File: src/rtl/pxthr_pkg.sv
package pxthr_pkg;

    // Controller states: accept/subtract, then select/present.
    typedef enum logic {
        ST_IDLE   = 1'b0,
        ST_SELECT = 1'b1
    } pxthr_state_e;

endpackage

File: src/rtl/pxthr_lane_sub.sv
module pxthr_lane_sub #(
    parameter int PIX_W = 8
) (
    input  logic [PIX_W-1:0] pix_i,
    input  logic [PIX_W-1:0] thr_i,
    output logic             borrow_o
);
    localparam int DW = PIX_W + 1;

    logic [DW-1:0] diff;

    // threshold minus pixel, one guard bit catches the borrow
    assign diff     = {1'b0, thr_i} - {1'b0, pix_i};
    assign borrow_o = |(diff >> PIX_W);

endmodule

File: src/rtl/pxthr_mask_sel.sv
module pxthr_mask_sel #(
    parameter int LANES = 4,
    parameter int PIX_W = 8
) (
    input  logic [LANES-1:0]       flag_i,
    output logic [LANES*PIX_W-1:0] word_o
);
    localparam logic [PIX_W-1:0] PIX_HI = {PIX_W{1'b1}};
    localparam logic [PIX_W-1:0] PIX_LO = {PIX_W{1'b0}};

    for (genvar g = 0; g < LANES; g++) begin : g_lane
        assign word_o[g*PIX_W +: PIX_W] = flag_i[g] ? PIX_HI : PIX_LO;
    end

endmodule

File: src/rtl/pxthr_ctrl.sv
module pxthr_ctrl
    import pxthr_pkg::*;
(
    input  logic clk,
    input  logic rst_n,
    input  logic in_valid,
    input  logic out_ready,
    output logic in_ready,
    output logic out_valid,
    output logic accept
);
    pxthr_state_e state_q;
    pxthr_state_e state_d;

    // next state
    always_comb begin
        state_d = state_q;
        unique case (state_q)
            ST_IDLE:   if (in_valid)  state_d = ST_SELECT;  // ACCEPT
            ST_SELECT: if (out_ready) state_d = ST_IDLE;    // DRAIN, else STALL
            default:   state_d = ST_IDLE;
        endcase
    end

    // state register
    always_ff @(posedge clk or negedge rst_n) begin
        if (!rst_n) state_q <= ST_IDLE;
        else        state_q <= state_d;
    end

    // outputs
    always_comb begin
        in_ready  = 1'b0;
        out_valid = 1'b0;
        unique case (state_q)
            ST_IDLE:   in_ready  = 1'b1;
            ST_SELECT: out_valid = 1'b1;
            default:   in_ready  = 1'b0;
        endcase
        accept = in_ready && in_valid;
    end

    AST_ACCEPT_GAP: assert property (@(posedge clk) disable iff (!rst_n)
        accept |=> (!in_ready && out_valid));
    AST_STALL_KEEP: assert property (@(posedge clk) disable iff (!rst_n)
        (out_valid && !out_ready) |=> out_valid);
    AST_DRAIN_READY: assert property (@(posedge clk) disable iff (!rst_n)
        (out_valid && out_ready) |=> in_ready);

endmodule

File: src/rtl/pxthr_unit.sv
module pxthr_unit #(
    parameter int              LANES     = 4,
    parameter int              PIX_W     = 8,
    parameter logic [PIX_W-1:0] THR_RESET = 8'd128
) (
    input  logic                   clk,
    input  logic                   rst_n,
    input  logic                   thr_we,
    input  logic [PIX_W-1:0]       thr_wdata,
    input  logic                   in_valid,
    output logic                   in_ready,
    input  logic [LANES*PIX_W-1:0] in_data,
    output logic                   out_valid,
    input  logic                   out_ready,
    output logic [LANES*PIX_W-1:0] out_data
);
    localparam int WORD_W = LANES * PIX_W;

    logic [PIX_W-1:0] thr_q;
    logic [LANES-1:0] borrow;
    logic [LANES-1:0] flag_q;
    logic             accept;

    pxthr_ctrl i_ctrl (
        .clk       (clk),
        .rst_n     (rst_n),
        .in_valid  (in_valid),
        .out_ready (out_ready),
        .in_ready  (in_ready),
        .out_valid (out_valid),
        .accept    (accept)
    );

    // threshold register: writable only while idle
    always_ff @(posedge clk or negedge rst_n) begin
        if (!rst_n)                 thr_q <= THR_RESET;
        else if (thr_we && in_ready) thr_q <= thr_wdata;
    end

    // step 1: packed subtraction, one lane per pixel
    for (genvar g = 0; g < LANES; g++) begin : g_sub
        pxthr_lane_sub #(.PIX_W(PIX_W)) i_sub (
            .pix_i    (in_data[g*PIX_W +: PIX_W]),
            .thr_i    (thr_q),
            .borrow_o (borrow[g])
        );
    end

    always_ff @(posedge clk or negedge rst_n) begin
        if (!rst_n)      flag_q <= '0;
        else if (accept) flag_q <= borrow;
    end

    // step 2: flags widened to byte masks
    pxthr_mask_sel #(.LANES(LANES), .PIX_W(PIX_W)) i_sel (
        .flag_i (flag_q),
        .word_o (out_data)
    );

    for (genvar g = 0; g < LANES; g++) begin : g_chk
        AST_LANE_RESULT: assert property (@(posedge clk) disable iff (!rst_n)
            (in_valid && in_ready) |=> (out_data[g*PIX_W +: PIX_W] ==
                (($past(in_data[g*PIX_W +: PIX_W]) > $past(thr_q)) ?
                 {PIX_W{1'b1}} : {PIX_W{1'b0}})));
    end

    AST_ACCEPT_VALID: assert property (@(posedge clk) disable iff (!rst_n)
        (in_valid && in_ready) |=> out_valid);
    AST_STALL_STABLE: assert property (@(posedge clk) disable iff (!rst_n)
        (out_valid && !out_ready) |=> $stable(out_data));
    AST_THR_FROZEN: assert property (@(posedge clk) disable iff (!rst_n)
        (out_valid && $past(out_valid)) |-> $stable(thr_q));

    logic [WORD_W-1:0] unused_w;
    assign unused_w = '0;

endmodule

File: config.mk
export PLATFORM = sky130hd
export DESIGN_NAME = pxthr_unit
export DESIGN_NICKNAME = d
export VERILOG_FILES = /design/src/rtl/pxthr_pkg.sv /design/src/rtl/pxthr_lane_sub.sv /design/src/rtl/pxthr_mask_sel.sv /design/src/rtl/pxthr_ctrl.sv /design/src/rtl/pxthr_unit.sv
export SDC_FILE = /design/constraint.sdc
export NUM_CORES = 1
export LEC_CHECK = 0
export ABC_CLOCK_PERIOD_IN_PS = 2500
export BUFFER_PORTS_ARGS = -buffer_cell sky130_fd_sc_hd__buf_2
export CAP_MARGIN = 40
export CORE_ASPECT_RATIO = 0.7
export CORE_UTILIZATION = 48
export CTS_CLUSTER_DIAMETER = 200
export DETAILED_ROUTE_END_ITERATION = 8
export PLACE_DENSITY = 0.85
export SYNTH_ARGS = -nofsm -noshare
export SYNTH_HDL_FRONTEND = slang
export SYNTH_HIERARCHICAL = 1
export SYNTH_SLANG_ARGS = --single-unit
export TNS_END_PERCENT = 10
File: constraint.sdc
create_clock -name clk -period 2.5 [get_ports clk]
set_clock_uncertainty 0.15 [all_clocks]
set_input_delay 0.5 -clock clk [delete_from_list [all_inputs] [get_ports clk]]
set_output_delay 0.5 -clock clk [all_outputs]
set_load 0.01 [all_outputs]
==> results by group, run 1 <==
GRT
  • Vias in the first global route: 1018
  • Pin count of the biggest net entering global routing: 14
  • Grt ovf: 0
  • Initial antenna violation count: 0
  • Total track usage: 19.3%
  • First-pass GRT wire length: 4430 um

Route
  • DRT antenna net count: 0
  • TritonRoute pass-1 iters: 4
  • Residual DRC: 0
  • Starting DRT DRC Count: 15
  • Avg WL per Cell: 11.1 um
  • Final wirelength: 2750 um
  • Via count: 1163
  • Vias per cell: 4.69

Power
  • Total Power: 1.33 mW
  • Maximum VDD drop: 453 uV
  • Leakage power: 0.980 nW
  • PwrDens: 792 nW/um^2

Synth
  • Share of synthesized flip-flops with an asynchronous set or reset: 100%
  • Post-synth net total: 234
  • Synthesized area: 1430 sq um
  • Post-synthesis compound-gate area fraction: 12.0%
  • Post-synth EDFFs: 0
  • Mux cell area share after synthesis: 9.42%
  • Post-synthesis xor/xnor area fraction: 0%
  • Top-area cell type share of the netlist area: 24.4%
  • Synth top cells by count: buf_4 (32), ha_1 (28), inv_1 (28)
  • Adder-cell area share of the yosys netlist: 24.4%
  • Register bit total from synthesis: 13
  • Synth area leaders: ha_1 (24%), dfrtp_1 (21%), buf_4 (17%)
  • Post-Syn Instances: 161
  • Largest family of logic cells by synthesized area: adder cells
  • Syn. warnings: 6
  • Count leader, synth: buf_4
  • Mean Syn Cell Area: 8.91 sq um
  • Seq/Total Area, Yosys: 22.8%
  • Synth area leader: ha_1
  • Synth unique cells: 18
  • Post-Synth Simple-Gate Area: 6.98%
  • Most used DFF post-synth: dfrtp_1

Clock tree
  • Clock-pin slew on the worst setup and hold paths: 60 ps
  • CTS max path bufs: 2
  • Hold_buf cts: 1
  • Resized cells post-CTS: 0
  • Clk root buf: clkbuf_8
  • H-tree Lvls: 1
  • Post-CTS setup buffers: 0
  • CTS tree: done
  • Clock Latency Late Sink: 250 ps
  • # clock sinks: 13
  • TritonCTS Buffers: 3

Critical path
  • CP Launch Type: flip-flop
  • Critical path type: flip-flop to flip-flop
  • Worst path arrival time: 1740 ps
  • R2r worst-path depth: 5
  • Reg-to-Reg Start: thr_q[2]
  • Worst Path Required: 2540 ps
  • CP max FO: 5
  • CP endpoint kind: flip-flop
  • Flop2flop setup slack: 790 ps
  • Worst reg2reg endpoint: flag_q[1]

Die
  • Num ports: 79
  • Initial Util: 50.8%
  • FP Rows: 16
  • Die area: 3210 sq um
  • CORE AREA: 2820 sq um
  • Die H: 47.7 um
  • Die Wd: 67.3 um

Final layout
  • Fillers: 261
  • Share of cells above drive strength 1: 48.1%
  • P&R area growth vs syn: 17.5%
  • Nets: 286
  • FF+latch area: 327 sq um
  • Footprint of the multi-input gates: 758 sq um
  • ANT cells: 0
  • Final Non-Filler Cells: 248

STA
  • Tightest Pin Transition: 305 ps
  • Final number of hold-violating endpoints: 0
  • Max-slew violations: 0
  • Slew Limit Headroom: 79.7%
  • Post-Route Setup TNS: 0 ps
  • Setup Viol. Count Final: 0
  • Final period util: 68.2%
  • Fmax: 0.586 GHz
  • Tmin final: 1710 ps
  • RSZ-0062 raised after global routing: false

Job
  • Number of max-cap violations: 0

Min path
  • Min-Delay Endpoint: i_ctrl/state_q
  • Hold Path Origin: out_ready
  • Hold WC Path Type: primary input to flip-flop
  • Worst hold path depth: 2

Place
  • PortBufs: 78
  • HPWL after detailed placement: 2370 um
  • Placed Cells: 243
  • Final Wtd Congestion: 0.760

Outcome
  • Outcome: finished clean
[kinds of logic (layout without fill, tap and decap cells)]
logic type | after synthesis | in the layout
buf+inv | 61 | 112
fa+ha+maj | 28 | 28
compound gates | 25 | 25
simple gates | 22 | 22
flops | 13 | 13
mux | 12 | 12
[sequential cells by signal (all words and copies together), names as in the netlist]
register	cells
thr_q	8
i_ctrl/state_q	1
flag_q	4
[placed cells by master (no fill, tap or decap), drive strengths merged]
cell / synthesis / routed
dfstp: 1 / 1
o21bai: 1 / 1
nor2b: 5 / 5
nor2: 8 / 8
o21ai: 8 / 8
dlygate4sd3: 0 / 1
a41oi: 4 / 4
a211oi: 4 / 4
clkinv: 0 / 1
nand2: 9 / 9
clkbuf: 0 / 3
dfrtp: 12 / 12
ha: 28 / 28
inv: 29 / 29
a21oi: 8 / 8
buf: 32 / 78
mux2: 12 / 12
[how the worst max path moves through the flow]
| stage | startpoint | end | slack [ps] | cells past startpoint |
|---|---|---|---|---|
| 3_3_place_gp | in_data[2] | flag_q[0] | 680 | 7 |
| 4_1_cts | thr_q[2] | flag_q[1] | 780 | 5 |
| 3_5_place_dp | in_data[2] | flag_q[0] | 650 | 7 |
| 6_report | thr_q[2] | flag_q[1] | 790 | 5 |
| 2_1_floorplan | in_data[2] | flag_q[0] | 850 | 6 |
| 5_1_grt | thr_q[7] | flag_q[1] | 670 | 5 |
[through the flow]
step,setup WS (ps),utilization (%),hold WS [ps],cell area [sq um]
3_5_place_dp,651,57.7,258,1630
6_report,795,59.7,270,1690
2_1_floorplan,846,-,54.4,1430
3_3_place_gp,685,57.7,256,1630
4_1_cts,778,59.7,265,1690
5_1_grt,673,59.7,264,1690
[worst max-delay path, stage by stage, from the launching register on]
cell and delay, ps:
dfrtp_1 450, ha_1 340, a211oi_2 210, o21ai_1 90
a41oi_1 230, mux2_2 180
[routing by layer]
layer  part of all wire [%]  GRT usage (%)  vias to the layer above
met5                      0              0                        -
met4                   0.62           3.83                        0
met3                    7.3           5.24                        5
met2                     44           34.4                       49
met1                     48           24.1                      504
li1                       -              -                      605
[area by class of cell]
class	count	share of cell area [%]
Multi-Input combinational cell	87	45.0
Timing Repair Buffer	79	23.8
Sequential cell	13	19.4
Inverter	29	6.46
Tap cell	36	2.67
Clock buffer	3	2.45
Clock inverter	1	0.297
[power by group]
part	leakage, nW	internal [mW]	switching, mW
clock	0.0255	0.110	0.0787
combinational	0.805	0.370	0.387
sequential	0.149	0.277	0.111
Note: power is estimated with default switching activity, not from simulation.
==> inputs of run 2 (changes only) <==
Settings changed: ABC_CLOCK_PERIOD_IN_PS 2500 to 1750, CORE_UTILIZATION 48 to 45, PLACE_DENSITY 0.85 to 0.81.
Clock period 2.5 ns to 1.75 ns, I/O delays scaled along.
==> run 2 against run 1 <==
Against the previous run: non-clock buffer count stayed put; first-iteration DRC count is 20% lower; worst hold slack lost 140 ps; fmax up 2.3%; highest routed layer unchanged; via count is 0.26% lower; sequential power up 43%; clock-buffer cell count grew 1; clock power rose by 43%; flip-flop and latch count did not move; power is 43% higher; final cell count stayed put; core utilization shrank 1.4 points; critical path type unchanged.
==> results by group, run 2 (same netlist as run 1, synthesis figures left out) <==
Outcome
  • Outcome: finished clean

GRT
  • Total track usage: 16.9%
  • Vias in the first global route: 1060
  • Pin count of the biggest net entering global routing: 14
  • Initial antenna violation count: 0
  • Grt ovf: 0
  • First-pass GRT wire length: 4570 um

Die
  • Die H: 49.2 um
  • Die Wd: 69.5 um
  • CORE AREA: 2900 sq um
  • Die area: 3420 sq um
  • Initial Util: 49.4%
  • FP Rows: 16
  • Num ports: 79

Critical path
  • Worst reg2reg endpoint: flag_q[2]
  • Worst path slowest cell: dfstp_2
  • Reg-to-Reg Start: thr_q[7]
  • Worst path arrival time: 1700 ps
  • Flop2flop setup slack: 80 ps
  • R2r worst-path depth: 5
  • Critical Path, Cell by Cell: ha_1, a21oi_1, o21ai_0, a41oi_1, mux2_2
  • Slowest Stage Delay on Critical Path: 590 ps
  • Worst Path Required: 1780 ps
  • Critical path type: flip-flop to flip-flop
  • CP Launch Type: flip-flop
  • CP endpoint kind: flip-flop
  • CP max FO: 5

Route
  • Met2 wire length: 1230 um
  • Final wirelength: 2790 um
  • Via count: 1160
  • Top layer in use: met4
  • TritonRoute pass-1 iters: 2
  • DR WL met3: 175 um
  • Residual DRC: 0
  • Starting DRT DRC Count: 12
  • Vias per cell: 4.68
  • M1 WL: 1380 um
  • Avg WL per Cell: 11.3 um
  • DRT antenna net count: 0

STA
  • Final hold slack: 125 ps
  • Post-Route Setup TNS: 0 ps
  • Final period util: 95.2%
  • Final number of hold-violating endpoints: 0
  • Setup Viol. Count Final: 0
  • Max-slew violations: 0
  • Fmax: 0.600 GHz
  • Slew Limit Headroom: 78.8%
  • Tightest Pin Transition: 317 ps
  • Fin worst setup slack: 83.8 ps
  • Tmin final: 1670 ps

Clock tree
  • CTS tree: done
  • H-tree Lvls: 1
  • Clock-pin slew on the worst setup and hold paths: 60 ps
  • # clock sinks: 13
  • Post-CTS setup buffers: 0
  • Clk root buf: clkbuf_8
  • Clock Latency Late Sink: 240 ps
  • CTS max path bufs: 2
  • TritonCTS Buffers: 3

Min path
  • Hold WC Path Type: primary input to flip-flop
  • Hold Path Origin: out_ready
  • Min-Delay Endpoint: i_ctrl/state_q
  • Worst hold path depth: 2

Final layout
  • Top flop regs: thr_q (8), flag_q (4), i_ctrl/state_q (1)
  • P&R area growth vs syn: 18.1%
  • ANT cells: 0
  • Commonest non-fill, non-tap cells in the layout: buf_2 (78), inv_1 (28), ha_1 (28)
  • Max reg flops: 8
  • Share of cells above drive strength 1: 49.1%
  • Fillers: 276
  • Nets: 286
  • Top reg by flops: thr_q
  • Util after Layout: 58.3%
  • Most common cell after layout, fill and taps aside: buf_2

Power
  • PwrDens: 1130 nW/um^2
  • Clock power share: 14.1%
  • Int Pwr: 1.09 mW
  • Net Sw Power: 0.822 mW
  • Switching share of total power: 43.0%
  • Reg power frac: 29.1%
  • Comb power frac: 56.8%
  • Leakage power: 0.977 nW
  • Maximum VDD drop: 663 uV
  • Total Power: 1.91 mW

Job
  • Number of max-cap violations: 0

Place
  • Pre-CTS setup slack: 41.4 ps
  • HPWL after detailed placement: 2400 um
  • PortBufs: 78
  • Final Wtd Congestion: 0.748
[run 2: cell types whose count changed in the layout (fill, tap and decap cells not counted), sizes merged]
| cell | before | now |
|---|---|---|
| clkbuf | 3 | 4 |
| clkinv | 1 | 0 |
[run 2: cell type report]
class / count / area, sq um / share of cell area (%)
Clock buffer: 4 / 45.0 / 2.66
Inverter: 29 / 109 / 6.43
Multi-Input combinational cell: 87 / 766 / 45.2
Sequential cell: 13 / 328 / 19.4
Tap cell: 36 / 45.0 / 2.66
Timing Repair Buffer: 79 / 400 / 23.7
[run 2: worst max-delay path by stage]
stage,start,endpoint,slack (ps)
3_3_place_gp,in_data[26],flag_q[3],70
3_5_place_dp,in_data[18],flag_q[2],40
6_report,thr_q[7],flag_q[2],80
4_1_cts,thr_q[2],flag_q[2],40
2_1_floorplan,thr_q[2],flag_q[0],220
5_1_grt,thr_q[7],flag_q[3],-0.3
[run 2: routing by layer]
layer,vias up,global-route usage (%)
li1,608,-
met1,502,22.1
met2,48,28.8
met3,2,3.93
met4,0,3.06
met5,-,0
[run 2: stage by stage]
step | cells | area [sq um]
finish | 248 | 1690
global route | 248 | 1690
CTS | 248 | 1680
detailed placement | 243 | 1630
global placement | 243 | 1630
floorplan | 161 | 1430
[run 2: what timing repair did]
item                                    in CTS  in global routing
hold endpoints to repair                    12                  0
hold buffers                                 1                  0
gates resized for setup                      0                  3
endpoints found under the setup margin       0                  4
[run 2: critical path: cells and delay by family (launching register included)]
kind	cells	cell delay, ps
flip-flops	1	590
AO/OA/AOI/OAI	3	430
adder cells (fa/ha/maj)	1	260
multiplexers	1	170
[run 2: power groups by stage]
stage,clock network (mW),logic [mW],registers (mW)
6_report,0.270,1.09,0.556
3_3_place_gp,0,1.06,0.560
2_1_floorplan,0,1.12,0.529
4_1_cts,0.279,1.09,0.561
3_5_place_dp,0,1.09,0.567
5_1_grt,0.296,1.21,0.587
